**config.mk**
```make
export PLATFORM = sky130hd
export DESIGN_NAME = stall_acct
export DESIGN_NICKNAME = d
export VERILOG_FILES = /design/src/rtl/stall_acct_pkg.sv /design/src/rtl/sacct_decode.sv /design/src/rtl/sacct_split.sv /design/src/rtl/sacct_acc.sv /design/src/rtl/stall_acct.sv
export SDC_FILE = /design/constraint.sdc
export NUM_CORES = 1
export LEC_CHECK = 0
export BUFFER_PORTS_ARGS = -buffer_cell sky130_fd_sc_hd__buf_4
export CAP_MARGIN = 20
export CORE_UTILIZATION = 34
export DETAILED_ROUTE_END_ITERATION = 16
export GPL_ROUTABILITY_DRIVEN = 0
export PLACE_DENSITY = 0.48
export SKIP_CTS_REPAIR_TIMING = 1
export SLEW_MARGIN = 5
export SYNTH_ARGS = -nofsm -noshare
export SYNTH_HDL_FRONTEND = slang
export SYNTH_SLANG_ARGS = --single-unit
```
**constraint.sdc**
```tcl
create_clock -name clk_i -period 2.9 [get_ports clk_i]
set_input_delay 0.435 -clock clk_i [delete_from_list [all_inputs] [get_ports clk_i]]
set_output_delay 0.435 -clock clk_i [all_outputs]
set_load 0.02 [all_outputs]
```
**src/rtl/stall_acct_pkg.sv**
```systemverilog
package stall_acct_pkg;
   localparam int CAT_W         = 4;
   localparam int NUM_STALL_CAT = 10;
   localparam int NUM_ACC       = NUM_STALL_CAT + 1;
   localparam int ADDR_W        = $clog2(NUM_ACC);

   typedef enum logic [CAT_W-1:0] {
      SC_CPU    = 4'd0,
      SC_WRITE  = 4'd1,
      SC_SYNC   = 4'd2,
      SC_IFETCH = 4'd3,
      SC_L1MISC = 4'd4,
      SC_L2HIT  = 4'd5,
      SC_LOCMEM = 4'd6,
      SC_REMMEM = 4'd7,
      SC_DIRTY  = 4'd8,
      SC_DTLB   = 4'd9
   } stall_cat_e;
endpackage

```
**src/rtl/sacct_decode.sv**
```systemverilog
module sacct_decode
   import stall_acct_pkg::*;
#(
   parameter int NCAT = NUM_STALL_CAT
) (
   input  logic [CAT_W-1:0] code_i,
   output logic [NCAT-1:0]  sel_o
);
   if (NCAT < 1 || NCAT > (1 << CAT_W)) begin : g_bad_ncat
      $error("sacct_decode: NCAT out of range");
   end

   // unknown codes fold into class 0
   for (genvar i = 0; i < NCAT; i++) begin : g_sel
      if (i == 0) begin : g_fold
         assign sel_o[i] = (code_i == CAT_W'(0)) || (code_i >= CAT_W'(NCAT));
      end else begin : g_exact
         assign sel_o[i] = (code_i == CAT_W'(i));
      end
   end

   always_comb begin
      a_r7_onehot_sel: assert ($onehot(sel_o)) else $error("decode select not one-hot");
   end
endmodule

```
**src/rtl/sacct_split.sv**
```systemverilog
module sacct_split #(
   parameter int MAX_RETIRE = 8,
   parameter int CNT_W      = $clog2(MAX_RETIRE + 1)
) (
   input  logic             clk_i,
   input  logic             rst_ni,
   input  logic             active_i,
   input  logic [CNT_W-1:0] retire_i,
   input  logic [CNT_W-1:0] cfg_width_i,
   output logic [CNT_W-1:0] eff_width_o,
   output logic [CNT_W-1:0] busy_units_o,
   output logic [CNT_W-1:0] stall_units_o,
   output logic             overrun_o
);
   localparam logic [CNT_W-1:0] MAXW = CNT_W'(MAX_RETIRE);

   if (MAX_RETIRE < 1) begin : g_bad_max
      $error("sacct_split: MAX_RETIRE must be at least 1");
   end
   if ((1 << CNT_W) <= MAX_RETIRE) begin : g_bad_cnt
      $error("sacct_split: CNT_W too narrow for MAX_RETIRE");
   end

   logic too_many;

   always_comb begin
      // out-of-range configuration falls back to full width
      if (cfg_width_i == '0 || cfg_width_i > MAXW) eff_width_o = MAXW;
      else                                         eff_width_o = cfg_width_i;
      too_many      = (retire_i > eff_width_o);
      busy_units_o  = too_many ? eff_width_o : retire_i;
      stall_units_o = eff_width_o - busy_units_o;
      overrun_o     = active_i && too_many;
   end

   a_r4_slots_conserved: assert property (@(posedge clk_i) disable iff (!rst_ni)
      (busy_units_o + stall_units_o) == eff_width_o);
   a_r8_width_in_range: assert property (@(posedge clk_i) disable iff (!rst_ni)
      (eff_width_o >= CNT_W'(1)) && (eff_width_o <= MAXW));
endmodule

```
**src/rtl/sacct_acc.sv**
```systemverilog
module sacct_acc #(
   parameter int ACC_W = 32,
   parameter int INC_W = 4
) (
   input  logic             clk_i,
   input  logic             rst_ni,
   input  logic             clr_i,
   input  logic             en_i,
   input  logic [INC_W-1:0] inc_i,
   output logic [ACC_W-1:0] acc_o
);
   if (ACC_W <= INC_W) begin : g_bad_acc
      $error("sacct_acc: ACC_W must exceed INC_W");
   end

   logic [ACC_W:0] sum;
   assign sum = {1'b0, acc_o} + (ACC_W + 1)'(inc_i);

   always_ff @(posedge clk_i or negedge rst_ni) begin
      if (!rst_ni)      acc_o <= '0;
      else if (clr_i)   acc_o <= '0;
      else if (en_i)    acc_o <= sum[ACC_W] ? '1 : sum[ACC_W-1:0];
   end

   a_r10_clear_zeroes: assert property (@(posedge clk_i) disable iff (!rst_ni)
      clr_i |=> (acc_o == '0));
   a_r11_no_wrap: assert property (@(posedge clk_i) disable iff (!rst_ni)
      !clr_i |=> (acc_o >= $past(acc_o)));
   a_r6_hold_when_off: assert property (@(posedge clk_i) disable iff (!rst_ni)
      (!clr_i && !en_i) |=> $stable(acc_o));
endmodule

```
**src/rtl/stall_acct.sv**
```systemverilog
module stall_acct
   import stall_acct_pkg::*;
#(
   parameter int MAX_RETIRE = 8,
   parameter int ACC_W      = 32,
   localparam int CNT_W     = $clog2(MAX_RETIRE + 1)
) (
   input  logic              clk_i,
   input  logic              rst_ni,
   input  logic              clear_i,
   input  logic              active_i,
   input  logic [CNT_W-1:0]  retire_i,
   input  logic [CNT_W-1:0]  cfg_width_i,
   input  logic [CAT_W-1:0]  stall_cat_i,
   input  logic [ADDR_W-1:0] rd_addr_i,
   output logic [ACC_W-1:0]  rd_data_o,
   output logic              overrun_o
);
   logic [CNT_W-1:0]              eff_w, busy_u, stall_u;
   logic                          ovr_now;
   logic [NUM_STALL_CAT-1:0]      cat_sel;
   logic [NUM_ACC-1:0][ACC_W-1:0] acc_q;

   sacct_split #(.MAX_RETIRE(MAX_RETIRE), .CNT_W(CNT_W)) u_split (
      .clk_i        (clk_i),
      .rst_ni       (rst_ni),
      .active_i     (active_i),
      .retire_i     (retire_i),
      .cfg_width_i  (cfg_width_i),
      .eff_width_o  (eff_w),
      .busy_units_o (busy_u),
      .stall_units_o(stall_u),
      .overrun_o    (ovr_now)
   );

   sacct_decode #(.NCAT(NUM_STALL_CAT)) u_dec (
      .code_i(stall_cat_i),
      .sel_o (cat_sel)
   );

   // slot 0 is busy time, slot c+1 is stall class c
   for (genvar i = 0; i < NUM_ACC; i++) begin : g_acc
      logic             en;
      logic [CNT_W-1:0] inc;
      if (i == 0) begin : g_busy
         assign en  = active_i;
         assign inc = busy_u;
      end else begin : g_stall
         assign en  = active_i && cat_sel[i-1];
         assign inc = stall_u;
      end
      sacct_acc #(.ACC_W(ACC_W), .INC_W(CNT_W)) u_acc (
         .clk_i (clk_i),
         .rst_ni(rst_ni),
         .clr_i (clear_i),
         .en_i  (en),
         .inc_i (inc),
         .acc_o (acc_q[i])
      );
   end

   always_ff @(posedge clk_i or negedge rst_ni) begin
      if (!rst_ni) overrun_o <= 1'b0;
      else         overrun_o <= ovr_now;
   end

   always_comb begin
      rd_data_o = '0;
      for (int k = 0; k < NUM_ACC; k++) begin
         if (rd_addr_i == ADDR_W'(k)) rd_data_o = acc_q[k];
      end
   end

   a_r9_overrun_flagged: assert property (@(posedge clk_i) disable iff (!rst_ni)
      (active_i && (retire_i > eff_w)) |=> overrun_o);
   a_r6_idle_no_flag: assert property (@(posedge clk_i) disable iff (!rst_ni)
      !active_i |=> !overrun_o);
   a_r5_full_no_stall: assert property (@(posedge clk_i) disable iff (!rst_ni)
      (active_i && !clear_i && (retire_i >= eff_w)) |=> $stable(acc_q[NUM_ACC-1:1]));
endmodule

```
==> impl_metrics.yaml <==
timing:
  hold_viol: 0
  final_max_slew_viol_count: 0
  slew_headroom_pct: 17.8
  rsz0062_at_grt: "yes"
  post-route-period-util_pct: 137
  setup_viol: 367
  tightestPinTransition_ps: 1220
  clock_skew_ps: 28.6
  min_period_ps: 3970
  fmax_mhz: 252
  tns_ps: -301700
  fin_hold_ws_ps: 276
  fin_ws_ps: -1070
cts:
  path_clk_slew_ps: 60
  cts_sinks: 353
  cts_buffers: 45
  clockBufferDepth: 3
  clock_latency_ps: 580
  htree_num_levels: 2
  clockRootBuffer: "clkbuf_16"
  cts_tree: "built"
worst_setup_path:
  r2r_slack_ps: 90
  path_cells: "buf_8, nor2b_4, inv_2, ha_4, nor2b_1, o21a_1, o21a_1, o21ai_4, buf_6, o21ai_4, ha_4, fa_2, buf_12, fa_2, nor2b_4, o21a_1, o2111ai_4, nand2_2, nor2_1, a211oi_1"
  cpPeakStageDelay_ps: 650
  cp_data_arrival_time_ps: 4390
  setup.worst_path.start_class: "primary input"
  critPathRequiredTime_ps: 3320
  critPathSlowestCell: "fa_2"
  endpoint_kind: "flop"
  crit_path_max_fanout: 7
  worstSetupPathType: "in2reg"
  path_common_cell: "o21a_1"
global_route:
  grt_start_max_net_pins: 135
  grt_pass1_vias: 22819
  grt_overflow_total: 0
  grt_pass1_wl_um: 144000
  grt_util_all_layers_pct: 26.6
  antenna_found_initial: 3
cells_and_area:
  most-common-layout-cells: "dfrtp_1 (353), buf_4 (347), nor2_1 (244), a21oi_1 (194), nand2_1 (147)"
  area_growth_pct: 36.9
  regArea_um2: 8830
  utilization_pct: 47.0
  drive_gt1_share_pct: 32.3
  multi_input_area_um2: 16500
  final_common_cell: "dfrtp_1"
  layout.nets: 3146
  fin_cells: 3977
  nFillCells: 6538
floorplanning:
  core-area_um2: 68500
  ios: 53
  die-height_um: 265
  rows: 96
  die_w_um: 265
  dieArea_um2: 70200
  start_util_pct: 34.3
drt:
  drt-initial-drc-count: 2293
  antenna_left: 0
  routed_wl_um: 97700
  drt-pass1-iter-count: 7
  drc_errors: 0
  vias: 24671
  wire_per_inst_um: 24.6
  vias_per_cell: 6.20
synthesis:
  syn-cell-area_um2: 23500
  ys_warn_count: 0
  synthFlopType: "dfrtp_1"
  synth_top_area_cell: "dfrtp_1"
  ys_types: 89
  syn_inst: 2727
  ys_seq_area_share_pct: 37.6
  synth.top_cell.area_share_pct: 37.6
  avgSynthCellArea_um2: 8.62
  async_flop_share_pct: 100
  synth_seq_cells: 353
  yosys-top-cells-area: "dfrtp_1 (38%), a21oi_1 (4.7%), nor2_1 (4.6%)"
  syn-num-nets: 2810
  synth_edf_count: 0
run_status:
  violations: "negative setup slack"
  status: "complete, but fails checks"
placed_design:
  dp_cells: 3832
  dp_hpwl_um: 71300
  port_buffers: 52
pwr:
  p_comb_share_pct: 18.5
  p_seq_share_pct: 37.9
  vdd_drop_max_v: 0.000379
  p_int_mw: 9.42
  cellPowerDensity_nw_per_um2: 411
  switchingPower_mw: 3.80
  leakagePower_nw: 12.6
  power_switching_share_pct: 28.7
  power_mw: 13.2
  p_clk_share_pct: 43.6
flow_run:
  cap_violations: 0
min_path:
  hold_path_class: "in2reg"
[layer usage]
| layer | vias up | GRT usage (%) | wire length [um] |
|---|---|---|---|
| li1 | 11187 | - | - |
| met1 | 12444 | 39.7 | 45500 |
| met2 | 905 | 39.9 | 43100 |
| met3 | 133 | 3.11 | 6180 |
| met4 | 2 | 7.95 | 2900 |
| met5 | - | 0 | 8 |
[cells in the mapped netlist (8+ instances only)]
cell type  number
dfrtp_1       353
nor2_1        291
a21oi_1       223
o21ai_0       182
nand2_1       163
nor3_1        140
clkbuf_1      120
a31oi_1       106
a311oi_1      101
nand3_1        90
a211oi_1       80
and3_1         79
nand4_1        75
inv_1          71
mux2i_1        66
ha_1           51
and2_1         42
and4_1         40
buf_2          33
o21ai_1        28
nor2b_1        27
xor2_1         24
a221oi_1       22
o21a_1         22
a41oi_1        19
mux4_2         19
a21o_1         16
o31ai_1        14
nor4_1         13
fa_1           12
or2_2          11
a41o_1         10
o211a_1        10
o211ai_1       10
o21bai_1        9
nand2b_1        8
nor3_2          8
o2111ai_1       8
o22ai_1         8
[flip-flops by register name, indices dropped and copies added, names as in the netlist]
register,count
g_acc.u_acc.acc_o,352
overrun_o,1
[power by group through the flow]
stage                     Sequential (mW)  Clock (mW)  Combinational (mW)
after global routing                 5.01        6.04                2.62
final                                5.00        5.76                2.45
after floorplan                      5.07           0                1.05
after global placement               5.09           0                1.98
after CTS                            5.00        5.88                2.03
after detailed placement             5.09           0                2.01
[final timing paths]
path                                                      start                                   end  depth (start not counted)
max                                              cfg_width_i[3]  g_acc[8].u_acc.acc_o[27]$_DFFE_PN0P_                         20
min                                                     clear_i  g_acc[2].u_acc.acc_o[31]$_DFFE_PN0P_                          2
max reg2reg                 g_acc[5].u_acc.acc_o[4]$_DFFE_PN0P_  g_acc[5].u_acc.acc_o[22]$_DFFE_PN0P_                          6
min reg2reg                g_acc[7].u_acc.acc_o[13]$_DFFE_PN0P_  g_acc[7].u_acc.acc_o[13]$_DFFE_PN0P_                          1
max in group asynchronous                                rst_ni  g_acc[9].u_acc.acc_o[20]$_DFFE_PN0P_                          3
min in group asynchronous                                rst_ni                   overrun_o$_DFF_PN0_                          2
[stage by stage]
| stage | area [um2] | setup WS (ps) |
|---|---|---|
| finish | 32200 | -1070 |
| global placement | 27900 | -1690 |
| CTS | 29400 | -1160 |
| detailed placement | 27900 | -1770 |
| floorplan | 24400 | -1330 |
| global route | 32200 | -1190 |
[logic make-up after synthesis]
logic type / share of synthesized area [%]
buffers and inverters: 3.93
AND/OR/NAND/NOR: 23.3
XOR/XNOR: 1.15
flip-flops: 37.6
AO/OA/AOI/OAI: 25.6
multiplexers: 4.73
adder cells (fa/ha/maj): 3.74
[worst max-delay path: cells and delay by family]
family          cells  cell delay, ps
compound gates      7            1240
buf+inv             4             550
fa+ha+maj           4            1310
simple gates        5             820
[layout make-up]
class	count	share of cell area, %
multi-input combinational	2143	51.2
sequential	353	27.4
timing repair buffer	448	12.4
clock buffer	65	4.11
tap	882	3.43
inverter	71	0.910
clock inverter	13	0.494
timing repair inverter	1	0.0933
antenna	1	0.00778
(Power assumes the default switching activity.)
